`config.mk`:
```
export PLATFORM = sky130hd
export DESIGN_NAME = merge_write_buffer
export DESIGN_NICKNAME = d
export VERILOG_FILES = /design/src/rtl/wb_pkg.sv /design/src/rtl/wb_lookup.sv /design/src/rtl/wb_read_ctl.sv /design/src/rtl/wb_drain_ctl.sv /design/src/rtl/merge_write_buffer.sv
export SDC_FILE = /design/constraint.sdc
export NUM_CORES = 2
export LEC_CHECK = 0
export BUFFER_PORTS_ARGS = -buffer_cell sky130_fd_sc_hd__buf_2
export CORE_ASPECT_RATIO = 0.7
export CORE_MARGIN = 5
export CORE_UTILIZATION = 35
export DETAILED_ROUTE_END_ITERATION = 6
export PLACE_DENSITY_LB_ADDON = 0.12
export SYNTH_ARGS = -nofsm -noshare
export SYNTH_HDL_FRONTEND = slang
export SYNTH_HIERARCHICAL = 1
export SYNTH_SLANG_ARGS = --single-unit
```
`constraint.sdc`:
```
create_clock -name clk -period 6.5 [get_ports clk]
set_input_delay 1.3 -clock clk [delete_from_list [all_inputs] [get_ports clk]]
set_output_delay 1.3 -clock clk [all_outputs]
set_load 0.1 [all_outputs]
```
`src/rtl/wb_pkg.sv`:
```
package wb_pkg;
    typedef enum logic [1:0] {
        RD_IDLE,
        RD_FETCH,
        RD_WAIT,
        RD_RESP
    } rd_state_e;

    typedef enum logic {
        DR_IDLE,
        DR_SEND
    } dr_state_e;
endpackage

```
`src/rtl/wb_lookup.sv`:
```
module wb_lookup #(
    parameter int DW    = 32,
    parameter int AW    = 16,
    parameter int WORDS = 4,
    parameter int DEPTH = 4,
    localparam int OFF_W = $clog2(WORDS),
    localparam int BLK_W = AW - OFF_W,
    localparam int PTR_W = $clog2(DEPTH)
) (
    input  logic [DEPTH-1:0]                      ent_used,
    input  logic [DEPTH-1:0][BLK_W-1:0]           ent_blk,
    input  logic [DEPTH-1:0][WORDS-1:0]           ent_vmask,
    input  logic [DEPTH-1:0][WORDS-1:0][DW-1:0]   ent_data,
    input  logic [PTR_W-1:0]                      head,
    input  logic                                  head_locked,
    input  logic [AW-1:0]                         wr_addr,
    input  logic [AW-1:0]                         rd_addr,
    output logic [DEPTH-1:0]                      wr_match,
    output logic                                  wr_hit,
    output logic [PTR_W-1:0]                      wr_idx,
    output logic                                  rd_hit,
    output logic [DW-1:0]                         rd_data
);
    logic [BLK_W-1:0] wr_blk, rd_blk;
    logic [OFF_W-1:0] rd_off;
    logic [PTR_W-1:0] scan;

    assign wr_blk = wr_addr[AW-1:OFF_W];
    assign rd_blk = rd_addr[AW-1:OFF_W];
    assign rd_off = rd_addr[OFF_W-1:0];

    // one comparator per slot; the slot under transfer is excluded
    for (genvar i = 0; i < DEPTH; i++) begin : g_cmp
        assign wr_match[i] = ent_used[i] && (ent_blk[i] == wr_blk) &&
                             !(head_locked && (head == PTR_W'(i)));
    end

    assign wr_hit = |wr_match;

    always_comb begin
        wr_idx = '0;
        for (int i = 0; i < DEPTH; i++) begin
            if (wr_match[i]) wr_idx = PTR_W'(i);
        end
    end

    // scan from oldest to youngest, so the youngest valid copy wins
    always_comb begin
        rd_hit  = 1'b0;
        rd_data = '0;
        scan    = head;
        for (int k = 0; k < DEPTH; k++) begin
            scan = head + PTR_W'(k);
            if (ent_used[scan] && (ent_blk[scan] == rd_blk) && ent_vmask[scan][rd_off]) begin
                rd_hit  = 1'b1;
                rd_data = ent_data[scan][rd_off];
            end
        end
    end
endmodule

```
`src/rtl/wb_read_ctl.sv`:
```
module wb_read_ctl
    import wb_pkg::*;
#(
    parameter int DW = 32,
    parameter int AW = 16
) (
    input  logic          clk,
    input  logic          rst_n,
    input  logic          cpu_rd_valid,
    input  logic [AW-1:0] cpu_rd_addr,
    output logic          cpu_rd_ready,
    output logic          cpu_rd_rsp_valid,
    output logic [DW-1:0] cpu_rd_rsp_data,
    input  logic          buf_hit,
    input  logic [DW-1:0] buf_data,
    output logic          mem_rd_valid,
    output logic [AW-1:0] mem_rd_addr,
    input  logic          mem_rd_ready,
    input  logic          mem_rd_rsp_valid,
    input  logic [DW-1:0] mem_rd_rsp_data,
    output logic          rd_busy
);
    rd_state_e     state, state_nx;
    logic [AW-1:0] addr_q;
    logic [DW-1:0] data_q;

    always_comb begin
        state_nx = state;
        unique case (state)
            RD_IDLE:  if (cpu_rd_valid) state_nx = buf_hit ? RD_RESP : RD_FETCH;
            RD_FETCH: if (mem_rd_ready) state_nx = RD_WAIT;
            RD_WAIT:  if (mem_rd_rsp_valid) state_nx = RD_RESP;
            RD_RESP:  state_nx = RD_IDLE;
        endcase
    end

    always_ff @(posedge clk or negedge rst_n) begin
        if (!rst_n) begin
            state  <= RD_IDLE;
            addr_q <= '0;
            data_q <= '0;
        end else begin
            state <= state_nx;
            if (state == RD_IDLE && cpu_rd_valid) begin
                addr_q <= cpu_rd_addr;
                if (buf_hit) data_q <= buf_data;
            end
            if (state == RD_WAIT && mem_rd_rsp_valid) data_q <= mem_rd_rsp_data;
        end
    end

    always_comb begin
        cpu_rd_ready     = (state == RD_IDLE);
        cpu_rd_rsp_valid = (state == RD_RESP);
        cpu_rd_rsp_data  = data_q;
        mem_rd_valid     = (state == RD_FETCH);
        mem_rd_addr      = addr_q;
        rd_busy          = (state == RD_FETCH) || (state == RD_WAIT) ||
                           ((state == RD_IDLE) && cpu_rd_valid && !buf_hit);
    end

    assert_rsp_pulse_R6: assert property (@(posedge clk) disable iff (!rst_n)
        cpu_rd_rsp_valid |=> !cpu_rd_rsp_valid);

    assert_fetch_hold_R7: assert property (@(posedge clk) disable iff (!rst_n)
        mem_rd_valid && !mem_rd_ready |=> mem_rd_valid && $stable(mem_rd_addr));
endmodule

```
`src/rtl/wb_drain_ctl.sv`:
```
module wb_drain_ctl
    import wb_pkg::*;
(
    input  logic clk,
    input  logic rst_n,
    input  logic pending,
    input  logic rd_busy,
    input  logic mem_wr_ready,
    output logic sending,
    output logic done
);
    dr_state_e state, state_nx;

    always_comb begin
        state_nx = state;
        unique case (state)
            DR_IDLE: if (pending && !rd_busy) state_nx = DR_SEND;
            DR_SEND: if (mem_wr_ready) state_nx = DR_IDLE;
        endcase
    end

    always_ff @(posedge clk or negedge rst_n) begin
        if (!rst_n) state <= DR_IDLE;
        else        state <= state_nx;
    end

    always_comb begin
        sending = (state == DR_SEND);
        done    = (state == DR_SEND) && mem_wr_ready;
    end
endmodule

```
`src/rtl/merge_write_buffer.sv`:
```
module merge_write_buffer #(
    parameter int DW    = 32,
    parameter int AW    = 16,
    parameter int WORDS = 4,
    parameter int DEPTH = 4
) (
    input  logic                          clk,
    input  logic                          rst_n,
    input  logic                          cpu_wr_valid,
    input  logic [AW-1:0]                 cpu_wr_addr,
    input  logic [DW-1:0]                 cpu_wr_data,
    output logic                          cpu_wr_ready,
    input  logic                          cpu_rd_valid,
    input  logic [AW-1:0]                 cpu_rd_addr,
    output logic                          cpu_rd_ready,
    output logic                          cpu_rd_rsp_valid,
    output logic [DW-1:0]                 cpu_rd_rsp_data,
    output logic                          mem_wr_valid,
    input  logic                          mem_wr_ready,
    output logic [AW-$clog2(WORDS)-1:0]   mem_wr_block,
    output logic [WORDS*DW-1:0]           mem_wr_data,
    output logic [WORDS-1:0]              mem_wr_mask,
    output logic                          mem_rd_valid,
    input  logic                          mem_rd_ready,
    output logic [AW-1:0]                 mem_rd_addr,
    input  logic                          mem_rd_rsp_valid,
    input  logic [DW-1:0]                 mem_rd_rsp_data
);
    localparam int OFF_W = $clog2(WORDS);
    localparam int BLK_W = AW - OFF_W;
    localparam int PTR_W = $clog2(DEPTH);
    localparam logic [PTR_W:0] FULL_CNT = (PTR_W+1)'(DEPTH);

    logic [DEPTH-1:0]                    ent_used;
    logic [DEPTH-1:0][BLK_W-1:0]         ent_blk;
    logic [DEPTH-1:0][WORDS-1:0]         ent_vmask;
    logic [DEPTH-1:0][WORDS-1:0][DW-1:0] ent_data;
    logic [PTR_W-1:0] head, tail;
    logic [PTR_W:0]   count;

    logic [DEPTH-1:0] wr_match;
    logic             wr_hit, rd_hit, rd_busy, sending, drain_done;
    logic [PTR_W-1:0] wr_idx;
    logic [DW-1:0]    rd_buf_data;
    logic             wr_acc, alloc;
    logic [OFF_W-1:0] wr_off;

    wb_lookup #(.DW(DW), .AW(AW), .WORDS(WORDS), .DEPTH(DEPTH)) u_lookup (
        .ent_used(ent_used), .ent_blk(ent_blk), .ent_vmask(ent_vmask), .ent_data(ent_data),
        .head(head), .head_locked(sending),
        .wr_addr(cpu_wr_addr), .rd_addr(cpu_rd_addr),
        .wr_match(wr_match), .wr_hit(wr_hit), .wr_idx(wr_idx),
        .rd_hit(rd_hit), .rd_data(rd_buf_data)
    );

    wb_read_ctl #(.DW(DW), .AW(AW)) u_read (
        .clk(clk), .rst_n(rst_n),
        .cpu_rd_valid(cpu_rd_valid), .cpu_rd_addr(cpu_rd_addr), .cpu_rd_ready(cpu_rd_ready),
        .cpu_rd_rsp_valid(cpu_rd_rsp_valid), .cpu_rd_rsp_data(cpu_rd_rsp_data),
        .buf_hit(rd_hit), .buf_data(rd_buf_data),
        .mem_rd_valid(mem_rd_valid), .mem_rd_addr(mem_rd_addr), .mem_rd_ready(mem_rd_ready),
        .mem_rd_rsp_valid(mem_rd_rsp_valid), .mem_rd_rsp_data(mem_rd_rsp_data),
        .rd_busy(rd_busy)
    );

    wb_drain_ctl u_drain (
        .clk(clk), .rst_n(rst_n),
        .pending(count != '0), .rd_busy(rd_busy), .mem_wr_ready(mem_wr_ready),
        .sending(sending), .done(drain_done)
    );

    assign wr_off       = cpu_wr_addr[OFF_W-1:0];
    assign cpu_wr_ready = (count != FULL_CNT) || wr_hit;
    assign wr_acc       = cpu_wr_valid && cpu_wr_ready;
    assign alloc        = wr_acc && !wr_hit;

    assign mem_wr_valid = sending;
    assign mem_wr_block = ent_blk[head];
    assign mem_wr_mask  = ent_vmask[head];
    assign mem_wr_data  = ent_data[head];

    always_ff @(posedge clk or negedge rst_n) begin
        if (!rst_n) begin
            ent_used  <= '0;
            ent_blk   <= '0;
            ent_vmask <= '0;
            ent_data  <= '0;
            head      <= '0;
            tail      <= '0;
            count     <= '0;
        end else begin
            if (wr_acc && wr_hit) begin
                ent_data[wr_idx][wr_off]  <= cpu_wr_data;
                ent_vmask[wr_idx][wr_off] <= 1'b1;
            end
            if (alloc) begin
                ent_used[tail]          <= 1'b1;
                ent_blk[tail]           <= cpu_wr_addr[AW-1:OFF_W];
                ent_vmask[tail]         <= WORDS'(1) << wr_off;
                ent_data[tail][wr_off]  <= cpu_wr_data;
                tail                    <= tail + 1'b1;
            end
            if (drain_done) begin
                ent_used[head] <= 1'b0;
                head           <= head + 1'b1;
            end
            if (alloc && !drain_done)      count <= count + 1'b1;
            else if (!alloc && drain_done) count <= count - 1'b1;
        end
    end

    assert_single_merge_R2: assert property (@(posedge clk) disable iff (!rst_n)
        cpu_wr_valid |-> $countones(wr_match) <= 1);

    assert_hold_R4: assert property (@(posedge clk) disable iff (!rst_n)
        mem_wr_valid && !mem_wr_ready |=> mem_wr_valid && $stable(mem_wr_block) &&
        $stable(mem_wr_mask) && $stable(mem_wr_data));

    assert_mask_R4: assert property (@(posedge clk) disable iff (!rst_n)
        mem_wr_valid |-> (mem_wr_mask != '0) && ent_used[head]);

    assert_read_first_R7: assert property (@(posedge clk) disable iff (!rst_n)
        rd_busy |=> !$rose(mem_wr_valid));

    assert_lock_R8: assert property (@(posedge clk) disable iff (!rst_n)
        mem_wr_valid && wr_hit |-> wr_idx != head);

    assert_no_overflow_R9: assert property (@(posedge clk) disable iff (!rst_n)
        alloc |-> !ent_used[tail]);
endmodule

```
==> After elaboration in Yosys (flattened, before gate mapping) <==
Index checks and enable logic that the tools add are counted.
{ "totals": {"output_inout_bits": 199, "in_bits": 103, "register_bits": 646} }
{ "op_classes": {"n_eq_ne": 18, "reduce_logical": 55, "order_cmp": 12, "n_shift": 1, "muxes": 100, "addsub": 6, "n_bitwise": 5} }
{ "ops": {"columns": ["operator", "count"], "rows": [
  ["$bmux W128 S2", 4],
  ["$bwmux W512", 2],
  ["$mux W512", 2],
  ["$mux W128", 6],
  ["$demux W128 S2", 2],
  ["$mux W32", 12],
  ["$bmux W32 S2", 4],
  ["$bmux W14 S2", 4],
  ["$eq A14 B14 Y1", 8],
  ["$mux W14", 5],
  ["$demux W32 S2", 1],
  ["$bwmux W56", 1],
  ["$logic_and A1 B1 Y1", 34],
  ["$bmux W4 S2", 4],
  ["$mux W16", 2],
  ["$mux W4", 8],
  ["$demux W14 S2", 1],
  ["$lt A2 B3 Y1 const B", 8],
  ["$mux W1", 18],
  ["$bmux W1 S2", 8],
  ["$bwmux W16", 1],
  ["$demux W4 S2", 2],
  ["$or A16 B16 Y16", 1],
  ["$mux W2", 6],
  ["other kinds (27)", 53]
]} }

==> Logic depth before layout (Yosys ltp) <==
{ "depth": {"word_depth": 16, "depth_mapped": 23} }

==> Cells and area by module <==
Netlist, hierarchy kept.
{ "modules_own_cells": {"columns": ["module", "seq_area_each_um2", "n_inst", "cells_each", "area_per_inst_um2"], "rows": [
  ["merge_write_buffer", 14889.3, 1, 2342, 27192.3],
  ["wb_lookup", 0.0, 1, 1282, 16958.8],
  ["wb_read_ctl", 1251.2, 1, 191, 2249.7],
  ["wb_drain_ctl", 25.0, 1, 4, 55.1]
]} }

==> Worst setup path before layout <==
OpenSTA, ideal clock, no wires.
{ "synth_timing": {"path_type": "register -> output", "from": "reg head[1]", "to": "out cpu_wr_ready", "t_arrival_ps": 3525, "slack_ps": 1675, "stages_incl_launch_ff": 14, "t_required_ps": 5200, "path_cell_list": "dfrtp_1 -> clkbuf_1 -> buf_2 -> buf_2 -> inv_1 -> clkbuf_1 -> buf_4 -> ha_1 -> a21oi_1 -> nand4_1 -> or4_1 -> inv_1 -> or3_1 -> nand2b_1"} }
{ "synth_between": {"elab_chain_cells": 6, "word_cells_on_any_way": 18, "cone_classes": "3 x eq/ne; 15 x reduce/logical"} }
{ "synth_lines": {"columns": ["element", "line", "rtl"], "rows": [
  ["from (decl)", "merge_write_buffer.sv:38", "logic [PTR_W-1:0] head, tail;"],
  ["from (signal assigned)", "merge_write_buffer.sv:105", "head <= head + 1'b1;"],
  ["$eq A2 B1 Y1", "wb_lookup.sv:35", "!(head_locked && (head == PTR_W'(i)));"],
  ["$logic_and A1 B1 Y1", "wb_lookup.sv:35", null],
  ["$logic_not A1 Y1", "wb_lookup.sv:35", null],
  ["$logic_and A1 B1 Y1", "wb_lookup.sv:34", "assign wr_match[i] = ent_used[i] && (ent_blk[i] == wr_blk) &&"],
  ["net wr_match[1]", "merge_write_buffer.sv:41", "logic [DEPTH-1:0] wr_match;"],
  ["$reduce_or A4 Y1", "wb_lookup.sv:38", "assign wr_hit = |wr_match;"],
  ["net wr_hit", "merge_write_buffer.sv:42", "logic wr_hit, rd_hit, rd_busy, sending, drain_done;"],
  ["$logic_or A1 B1 Y1", "merge_write_buffer.sv:73", "assign cpu_wr_ready = (count != FULL_CNT) || wr_hit;"],
  ["to (decl)", "merge_write_buffer.sv:12", "output logic cpu_wr_ready,"]
]} }
The timed path passes the listed nets, and every way through them passes these cells.

==> Worst setup path in the final report <==
{ "layout_timing": {"from": "reg head[1]", "to": "out mem_wr_data[37]"} }
{ "layout_between": {"elab_chain_cells": 2} }
{ "layout_lines": {"columns": ["element", "line", "rtl"], "rows": [
  ["$bmux W128 S2", "merge_write_buffer.sv:80", "assign mem_wr_data = ent_data[head];"],
  ["$mux W128 (not written as such)", "merge_write_buffer.sv:80", null],
  ["to (decl)", "merge_write_buffer.sv:21", "output logic [WORDS*DW-1:0] mem_wr_data,"]
]} }
Every way passes these cells. The select of a mux whose other input is x is not followed.

==> flow_summary.yaml <==
outcome:
  status: "complete, no violations"
critical_path:
  rr_worst_depth: 13
  crit_type: "reg -> out"
  slowest_delay_ps: 870
  cp.arrival_ps: 4190
  cp_slowest_cell: "buf_4"
  crit_top_cell: "buf_4"
  path_cells: "buf_4, buf_4, mux4_2, buf_2"
  critPathLaunchType: "flop"
  cp_top_family: "buffers and inverters"
  path_depth: 4
  crit_path_max_fanout: 68
  worstSetupEndpointType: "primary output"
  required_ps: 5200
  crit_buf_inv: 3
sta:
  rsz0062_at_grt: "false"
  finalHoldViolCount: 0
  fin_crit_ps: 5490
  period_share_pct: 84.46
  skew_ps: 32.09
  worst_pin_slew_ps: 1194
  fmax_mhz: 182.2
  fin_ws_ps: 1010
  relSlewSlack_pct: 20.25
  drv_slew: 0
  setup_tns_ps: 0
  setup_viol: 0
synthesis:
  async_flop_share_pct: 100.0
  ys.flop_type: "dfrtp_1"
  syn_avg_cell_area_sq_um: 12.16
  yosys.area.top_type: "dfrtp_1"
  synth_seq_area_share_pct: 34.80
  synth_area_leaders: "dfrtp_1 35%, mux4_2 32%, o22ai_1 6.9%"
  synth_seq_cells: 646
  syn_nets: 3940
  syn_inst: 3819
  synth-warning-count: 6
  synth_edf_count: 0
  synth_top_cell_area_share_pct: 34.80
  synth_cell_types: 69
  synth_area_sq_um: 46460
clock_network:
  clockRootBuffer: "clkbuf_16"
  htree_levels: 3
  ctsHoldBuffers: 0
  cts-resized-gates: 0
  cts_max_path_buffers: 3
  cts_tree: "built"
  path_clk_slew_ps: 60
  clock-sinks: 646
  numCtsBuffers: 78
  post_cts_buffers: 0
  clk_latency_ps: 710
route:
  wl_per_cell_microns: 35.90
  drt_wl_total_microns: 202300
  drt-initial-drc-count: 4937
  drt_pass1_iterations: 7
  vias_per_cell: 6.928
  ant_nets: 0
  via_count: 39030
  remaining_drc_errors: 0
final_layout:
  final_common_cell: "mux4_2"
  layout_common_cells: "650 x mux4_2, 644 x dfrtp_1, 525 x o21ai_0"
  fin_area_sq_um: 51830
  area_growth_pct: 11.56
  layout.nets: 3936
  layout-drive-gt1-share_pct: 35.28
  utilization_pct: 39.45
global_routing:
  grt_max_degree: 171
  overflow: 0
  grt_use_total_pct: 28.38
  grt_pass1_vias: 37730
  grt_pass1_wl_microns: 293300
  antenna_found_initial: 8
floorplanning:
  core_sq_um: 131400
  ios: 302
  die_h_microns: 314.8
  start_util_pct: 35.36
  rows: 111
  fp.dieArea_sq_um: 140200
  fp.dieW_microns: 445.5
placement:
  portBuffers: 301
  hpwl_microns: 116700
  place.gp.congestion: 0.8647
  place_area_sq_um: 49100
  dp_slack_ps: 1054
flow_run:
  cap_violations: 0
hold_path:
  hold_path.class: "reg -> reg"
  min_path_cells: 2
## path summary, 6_finish.rpt
path                                                   startpoint                                endpoint  slack (ps)
max in group asynchronous                                   rst_n                 ent_data[264]$_DFF_PN0_        4510
hold reg to reg            u_read/cpu_rd_rsp_data[24]$_DFFE_PN0P_  u_read/cpu_rd_rsp_data[24]$_DFFE_PN0P_         480
min in group asynchronous                                   rst_n  u_read/cpu_rd_rsp_data[28]$_DFFE_PN0P_         560
hold / removal             u_read/cpu_rd_rsp_data[24]$_DFFE_PN0P_  u_read/cpu_rd_rsp_data[24]$_DFFE_PN0P_         480
setup / recovery                              head[1]$_DFFE_PN0P_                         mem_wr_data[37]        1010
setup reg to reg                              head[0]$_DFFE_PN0P_   u_read/cpu_rd_rsp_data[8]$_DFFE_PN0P_        1030
## cell families after synthesis
logic type | synth area share (%)
xor+xnor | 2.413
flops | 34.80
mux | 36.47
fa+ha+maj | 0.5009
compound gates | 16.13
simple gates | 4.422
buf+inv | 5.268
## metal layers
layer	GRT usage (%)	routed length, microns	vias to the layer above
met3	7.096	19830	316
li1	-	-	15450
met4	7.597	5979	0
met1	42.10	87970	21010
met5	0	0	-
met2	41.39	88510	2266
## cell usage after synthesis (14+ instances only)
| cell | n |
|---|---|
| a21oi_1 | 40 |
| ha_1 | 17 |
| dfrtp_1 | 646 |
| mux2_2 | 82 |
| nor2_1 | 74 |
| xnor2_1 | 94 |
| buf_4 | 14 |
| xor2_1 | 34 |
| nor3_1 | 46 |
| mux4_2 | 650 |
| o2111ai_2 | 29 |
| buf_1 | 19 |
| o21ai_1 | 57 |
| clkbuf_1 | 235 |
| mux2i_1 | 98 |
| a311oi_2 | 29 |
| nand2_1 | 232 |
| o21ai_0 | 525 |
| buf_6 | 30 |
| buf_2 | 173 |
| o22ai_1 | 513 |
| inv_1 | 15 |
| mux2_1 | 26 |
| nand4_1 | 16 |
## flip-flops by register name, summed over array words and instances (netlist names), 3 cells and up
signal	cells
u_read/cpu_rd_rsp_data	32
ent_blk	56
ent_used	4
u_read/mem_rd_addr	16
ent_vmask	16
count	3
ent_data	512
## tightest hold or removal path, stage by stage (launching register included)
cell,delay (ps)
dfrtp_1,330
nand2_1,50
o21ai_0,60
## layout make-up
cell class / count / area [sq um]
clock inverters: 26 / 406.6
fillers: 12510 / 79560
clock buffers: 117 / 2310
diodes: 5 / 12.51
flip-flops and latches: 646 / 16170
multi-input cells: 2676 / 28080
repair buffers: 397 / 2591
inverters: 16 / 62.56
well taps: 1751 / 2191
## stage by stage
step	std cells	hold WS (ps)
after global placement	5486	456.7
after detailed placement	5486	471.2
final	5634	483.2
after floorplan	3819	446.9
after CTS	5629	484.2
after global routing	5631	502.2
Power is left out: the tool's default activity adds up to more than one toggle a clock period on the data nets, which glitch-free logic cannot reach.
